`src/rtl/pll_retune_pkg.sv`:
```
// Package: shared field type, sequencer state and the saturating step.
// Assumes both control fields share one width.
package pll_retune_pkg;
    localparam int FIELD_W = 3;
    typedef logic [FIELD_W-1:0] field_t;

    typedef enum logic [1:0] {
        ST_IDLE = 2'd0,
        ST_STEP = 2'd1,
        ST_MULT = 2'd2,
        ST_WAIT = 2'd3
    } seq_state_t;

    // Divider one above v, held at the field maximum instead of wrapping.
    function automatic field_t step_up(input field_t v);
        return (v == '1) ? v : v + field_t'(1);
    endfunction
endpackage

```
`src/rtl/pll_lock_timer.sv`:
```
// Counts cycles spent waiting for lock. It reports when the settle window
// has passed and when the timeout has been reached. The count saturates.
// Assumes SETTLE <= TIMEOUT.
module pll_lock_timer #(
    parameter int SETTLE  = 2,
    parameter int TIMEOUT = 64
) (
    input  logic clk,
    input  logic rst_n,
    input  logic run_i,
    output logic settled_o,
    output logic expired_o
);
    localparam int CNT_W = $clog2(TIMEOUT + 1);
    localparam logic [CNT_W-1:0] SETTLE_C  = CNT_W'(SETTLE);
    localparam logic [CNT_W-1:0] TIMEOUT_C = CNT_W'(TIMEOUT);

    logic [CNT_W-1:0] cnt_q;

    // Count wait cycles; clear whenever the sequencer is not waiting.
    always_ff @(posedge clk) begin
        if (!rst_n || !run_i)       cnt_q <= '0;
        else if (cnt_q != TIMEOUT_C) cnt_q <= cnt_q + CNT_W'(1);
    end

    assign settled_o = (cnt_q >= SETTLE_C);
    assign expired_o = (cnt_q >= TIMEOUT_C);

    // the count never passes the timeout value.
    assert_cnt_bound_R9: assert property (@(posedge clk) disable iff (!rst_n)
        cnt_q <= TIMEOUT_C);
    // the settle window always closes before the timeout does.
    assert_settle_first_R6: assert property (@(posedge clk) disable iff (!rst_n)
        expired_o |-> settled_o);
endmodule

```
`src/rtl/pll_field_regs.sv`:
```
// Holds the live divider and multiplier fields. Each field loads only on
// its own write strobe. Assumes the reset values give twice the reference.
module pll_field_regs
    import pll_retune_pkg::*;
#(
    parameter field_t RFD_RST = field_t'(1),
    parameter field_t MFD_RST = field_t'(0)
) (
    input  logic   clk,
    input  logic   rst_n,
    input  logic   wr_rfd_i,
    input  field_t rfd_d_i,
    input  logic   wr_mfd_i,
    input  field_t mfd_d_i,
    output field_t rfd_o,
    output field_t mfd_o
);
    // Divider field register.
    always_ff @(posedge clk) begin
        if (!rst_n)        rfd_o <= RFD_RST;
        else if (wr_rfd_i) rfd_o <= rfd_d_i;
    end

    // Multiplier field register.
    always_ff @(posedge clk) begin
        if (!rst_n)        mfd_o <= MFD_RST;
        else if (wr_mfd_i) mfd_o <= mfd_d_i;
    end

    // the two fields are never written at the same edge.
    assert_one_write_R5: assert property (@(posedge clk) disable iff (!rst_n)
        !(wr_rfd_i && wr_mfd_i));
endmodule

```
`src/rtl/pll_retune_seq.sv`:
```
// Top: sequences a safe retune. It writes a stepped divider, then the
// multiplier, waits for an accepted lock and then writes the final divider.
// Assumes lock_i is synchronous to clk and SETTLE >= 1.
module pll_retune_seq
    import pll_retune_pkg::*;
#(
    parameter int SETTLE  = 2,
    parameter int TIMEOUT = 64
) (
    input  logic       clk,
    input  logic       rst_n,
    input  logic       start_i,
    input  logic [2:0] tgt_rfd_i,
    input  logic [2:0] tgt_mfd_i,
    input  logic       lock_i,
    output logic [2:0] rfd_o,
    output logic [2:0] mfd_o,
    output logic       busy_o,
    output logic       done_o,
    output logic       err_o
);
    seq_state_t state_q;
    field_t     tgt_rfd_q, tgt_mfd_q;
    logic       settled, expired, accept, abort;
    logic       wr_rfd, wr_mfd;
    field_t     rfd_d;

    assign busy_o = (state_q != ST_IDLE);
    assign accept = (state_q == ST_WAIT) && settled && lock_i;
    assign abort  = (state_q == ST_WAIT) && !accept && expired;

    // Write strobes and divider data chosen by the current phase.
    always_comb begin
        wr_rfd = (state_q == ST_STEP) || accept;
        wr_mfd = (state_q == ST_MULT);
        rfd_d  = (state_q == ST_STEP) ? step_up(tgt_rfd_q) : tgt_rfd_q;
    end

    // Phase sequencing, target capture and end-of-sequence flags.
    always_ff @(posedge clk) begin
        if (!rst_n) begin
            state_q   <= ST_IDLE;
            tgt_rfd_q <= '0;
            tgt_mfd_q <= '0;
            done_o    <= 1'b0;
            err_o     <= 1'b0;
        end else begin
            done_o <= 1'b0;
            unique case (state_q)
                ST_IDLE: if (start_i) begin
                    tgt_rfd_q <= tgt_rfd_i;
                    tgt_mfd_q <= tgt_mfd_i;
                    err_o     <= 1'b0;
                    state_q   <= ST_STEP;
                end
                ST_STEP: state_q <= ST_MULT;
                ST_MULT: state_q <= ST_WAIT;
                ST_WAIT: if (accept || abort) begin
                    done_o  <= 1'b1;
                    err_o   <= abort;
                    state_q <= ST_IDLE;
                end
                default: state_q <= ST_IDLE;
            endcase
        end
    end

    pll_lock_timer #(.SETTLE(SETTLE), .TIMEOUT(TIMEOUT)) u_timer (
        .clk       (clk),
        .rst_n     (rst_n),
        .run_i     (state_q == ST_WAIT),
        .settled_o (settled),
        .expired_o (expired)
    );

    pll_field_regs u_regs (
        .clk      (clk),
        .rst_n    (rst_n),
        .wr_rfd_i (wr_rfd),
        .rfd_d_i  (rfd_d),
        .wr_mfd_i (wr_mfd),
        .mfd_d_i  (tgt_mfd_q),
        .rfd_o    (rfd_o),
        .mfd_o    (mfd_o)
    );

    // done is a single-cycle pulse.
    assert_done_pulse_R7: assert property (@(posedge clk) disable iff (!rst_n)
        done_o |=> !done_o);
    // no done while a sequence is still running.
    assert_done_idle_R2: assert property (@(posedge clk) disable iff (!rst_n)
        done_o |-> !busy_o);
    // a clean finish follows an observed lock.
    assert_final_after_lock_R7: assert property (@(posedge clk) disable iff (!rst_n)
        (done_o && !err_o) |-> $past(lock_i));
    // both fields hold while waiting for lock.
    assert_hold_in_wait_R6: assert property (@(posedge clk) disable iff (!rst_n)
        (state_q == ST_WAIT && $past(state_q == ST_WAIT)) |-> ($stable(mfd_o) && $stable(rfd_o)));
    // the stepped divider never wraps to zero.
    assert_no_wrap_R4: assert property (@(posedge clk) disable iff (!rst_n)
        (state_q == ST_MULT) |-> (rfd_o != '0));
endmodule

```
`config.mk`:
```
export PLATFORM = sky130hd
export DESIGN_NAME = pll_retune_seq
export DESIGN_NICKNAME = d
export VERILOG_FILES = /design/src/rtl/pll_retune_pkg.sv /design/src/rtl/pll_lock_timer.sv /design/src/rtl/pll_field_regs.sv /design/src/rtl/pll_retune_seq.sv
export SDC_FILE = /design/constraint.sdc
export NUM_CORES = 1
export LEC_CHECK = 0
export ABC_AREA = 1
export BUFFER_PORTS_ARGS = -buffer_cell sky130_fd_sc_hd__buf_2
export CAP_MARGIN = 15
export CORE_MARGIN = 4
export CORE_UTILIZATION = 44
export DETAILED_ROUTE_END_ITERATION = 8
export GPL_TIMING_DRIVEN = 0
export MAX_ROUTING_LAYER = met4
export PLACE_DENSITY_LB_ADDON = 0.15
export SYNTH_ARGS = -nofsm -noshare
export SYNTH_HDL_FRONTEND = slang
export SYNTH_HIERARCHICAL = 1
export SYNTH_SLANG_ARGS = --single-unit
```
`constraint.sdc`:
```
create_clock -name clk -period 3.85 [get_ports clk]
set_clock_uncertainty 0.05 [all_clocks]
set_input_delay 0.9625 -clock clk [delete_from_list [all_inputs] [get_ports clk]]
set_output_delay 0.9625 -clock clk [all_outputs]
set_load 0.005 [all_outputs]
```
==> impl_metrics.csv <==
group,metric,value,unit
synth,synth_top_family_by_area,"simple AND/OR/NAND/NOR gates",
setup_path,start_kind,"flop",
setup_path,reg2reg_to,"state_q[1]$_SDFFE_PN0P_",
floorplan,pin_count,19,
routing,wl_per_cell,9.588,µm
floorplan,core.rowCount,17,
setup_path,cp_slowest_cell,"dfxtp_1",
setup_path,cp.arrival,1190,ps
setup_path,worstPathRequired,2840,ps
timing,maxSlewViolCount,0,
routing,route.vias.total,946,
routing,routedLengthMet1,1007,µm
global_route,grt_overflow,0,
synth,yosys.cell_types.count,20,
timing,fmax,453.8,MHz
routing,drt_first_pass_iters,4,
synth,synth.area.mux_share,0,
setup_path,endpoint_kind,"output pin",
synth,synth_fa_ha_area_frac,0.08000,
timing,hold_violations,0,
cts,cts_setup_buffers,0,
cts,root_buffer,"clkbuf_4",
global_route,grt_pass1_vias,833,
routing,wirelength,1956,µm
synth,synth_xor_area_frac,0.02400,
synth,yosys.area_share.simple,0.3074,
cts,cts_made_buffers,3,
routing,antenna_left,0,
synth,syn-num-nets,171,
hold_path,holdPathStages,2,
timing,setup_viol,0,
layout,nets,194,
hold_path,min_path_type,"reg2reg",
placement,dp_hpwl,1539,µm
cts,max-clock-path-buffers,2,
run,cap_violations,0,
synth,synth_compound_area_frac,0.08571,
layout,mostFrequentLayoutCells,"nand2_1, nor2_1, dfxtp_1",
synth,synth_cells,154,
routing,drt_iter0_drc,15,
layout,fillers,242,
timing,fin_crit_sh,0.5724,
cts,clock_latency,290,ps
cts,cts_tree,"yes",
floorplan,die_x,57.88,µm
setup_path,rrSetupSlack,2160,ps
synth,yosys_warnings,6,
timing,grt_setup_unrepaired,"false",
power_and_ir_drop,leakage,0.0005777,µW
outcome,status,"finished, final reports clean",
floorplan,initial_core_util,0.4766,
synth,synth.cell_area,0.001095,mm²
cts,postCtsHoldBufs,0,
layout,drive_above_1_share,0.1591,
setup_path,critPathMaxStageDelay,400,ps
layout,antenna_cells,0,
hold_path,min_to,"u_regs/rfd_o[0]$_SDFFE_PN1P_",
synth,syn_avg_cell_area,7.109,µm²
routing,avgViaCountPerCell,4.637,
routing,highest_layer,"met4",
cts,cts.sinks,23,
placement,io_buffers,18,
timing,final.setup.tns,0,ps
cts,clkTransAtPathRegs,120,ps
layout,fin_util,0.5425,
setup_path,cp.buffers_inverters,3,
global_route,grt_max_degree,13,
timing,relSlewSlack,0.7575,
global_route,grt_first_pass_wirelength,3463,µm
synth,ys_seq_area_frac,0.4206,
setup_path,cp_cell_sequence,"inv_1 > ha_1 > inv_2 > buf_2",
layout,layout_commonest_cell,"nand2_1",
global_route,antenna_found_initial,0,
setup_path,path_class,"reg2out",
hold_path,hold_start,"u_regs/rfd_o[0]$_SDFFE_PN1P_",
setup_path,cp_max_fo,4,
placement,place_inst,200,
setup_path,r2r_cells,8,
placement,routabilityCongestion,0.7988,
synth,ys_ff_latch,23,
routing,wl_met2,844,µm
timing,layout_min_cycle_time,2204,ps
floorplan,core,0.002297,mm²
layout,syn_to_final_growth,13.83,%
floorplan,die_y,57.88,µm
setup_path,reg2reg_from,"u_timer/cnt_q[0]$_SDFFE_PP0N_",
layout,instances_no_fill,204,
power_and_ir_drop,powerDensity,557.4,mW/mm²
cts,ctsResizeCount,0,
routing,drc,0,
floorplan,die-area,0.003350,mm²
power_and_ir_drop,ir_drop,0.3510,mV
timing,worst_pin_slew,359.9,ps
routing,wl_met3,86,µm
setup_path,critical-path-top-delay-family,"flip-flops",
global_route,track_usage,0.1312,
cts,htreeDepth,1,
[metrics by stage]
step | setup WS [ps] | instance area, µm² | hold WS (ps) | power (µW)
after global placement | 1983 | 1220 | 383.6 | 588.7
final | 1646 | 1246 | 414.4 | 694.7
after floorplan | 2130 | 1095 | 388.0 | 519.2
after CTS | 1629 | 1246 | 419.0 | 705.3
after detailed placement | 1980 | 1220 | 387.1 | 597.8
after global routing | 1526 | 1246 | 466.5 | 763.1
[worst reg2reg max path: stages, from the launching register on]
cell and delay (ps):
dfxtp_1 430, inv_1 100, ha_1 200, a21oi_1 130, nand4_1 80, nand3_1 190, nand3_1 180, a21oi_1 170
nor2_1 60
[power breakdown]
part	internal, µW	total [µW]	switching (µW)
sequential	295	327	32.0
clock	40.2	107	66.9
combinational	114	260	147
[layout make-up]
cell class,instances,area [µm²],share of cell area
multi-input combinational,108,544.3,0.4367
sequential,23,460.4,0.3695
timing repair buffer,18,90.09,0.07229
inverter,21,78.83,0.06325
tap,28,35.03,0.02811
clock buffer,4,26.28,0.02108
buffer,2,11.26,0.009036
[kinds of logic (layout without fill, tap and decap cells)]
family	Yosys count	in the layout
AND/OR/NAND/NOR	81	81
XOR/XNOR	3	3
adder cells (fa/ha/maj)	7	7
buffers and inverters	23	45
AO/OA/AOI/OAI	17	17
flip-flops	23	23
[worst max path at each step]
stage	from	endpoint	cells past startpoint	slack, ps
floorplan	state_q[0]$_SDFFE_PN0P_	busy_o	3	2130
global placement	state_q[0]$_SDFFE_PN0P_	busy_o	4	1980
detailed placement	state_q[0]$_SDFFE_PN0P_	busy_o	4	1980
CTS	state_q[0]$_SDFFE_PN0P_	busy_o	4	1630
global route	state_q[0]$_SDFFE_PN0P_	busy_o	4	1530
finish	state_q[0]$_SDFFE_PN0P_	busy_o	4	1650
[flip-flops by register name, summed over array words and instances (netlist names)]
| signal | cells |
|---|---|
| tgt_mfd_q | 3 |
| tgt_rfd_q | 3 |
| u_regs/mfd_o | 3 |
| u_timer/cnt_q | 7 |
| err_o | 1 |
| u_regs/rfd_o | 3 |
| done_o | 1 |
| state_q | 2 |
[cells in the mapped netlist (all sizes together)]
cell,n,share of area
nand2,33,0.12
nor2,33,0.12
dfxtp,23,0.42
inv,21,0.072
nand3,9,0.041
o21ai,9,0.041
ha,7,0.080
a21oi,6,0.027
nor3,3,0.014
nand4,2,0.011
xnor2,2,0.016
a21boi,1,0.0069
buf,1,0.0069
clkbuf,1,0.0034
o21bai,1,0.010
or2,1,0.0080
xor2,1,0.0080
[layer usage]
metal,GRT usage,up-vias
li1,-,520
met1,0.1797,408
met2,0.2081,16
met3,0.02004,2
met4,0.01987,0
met5,-,-
Power figures use the tool's default switching activity.
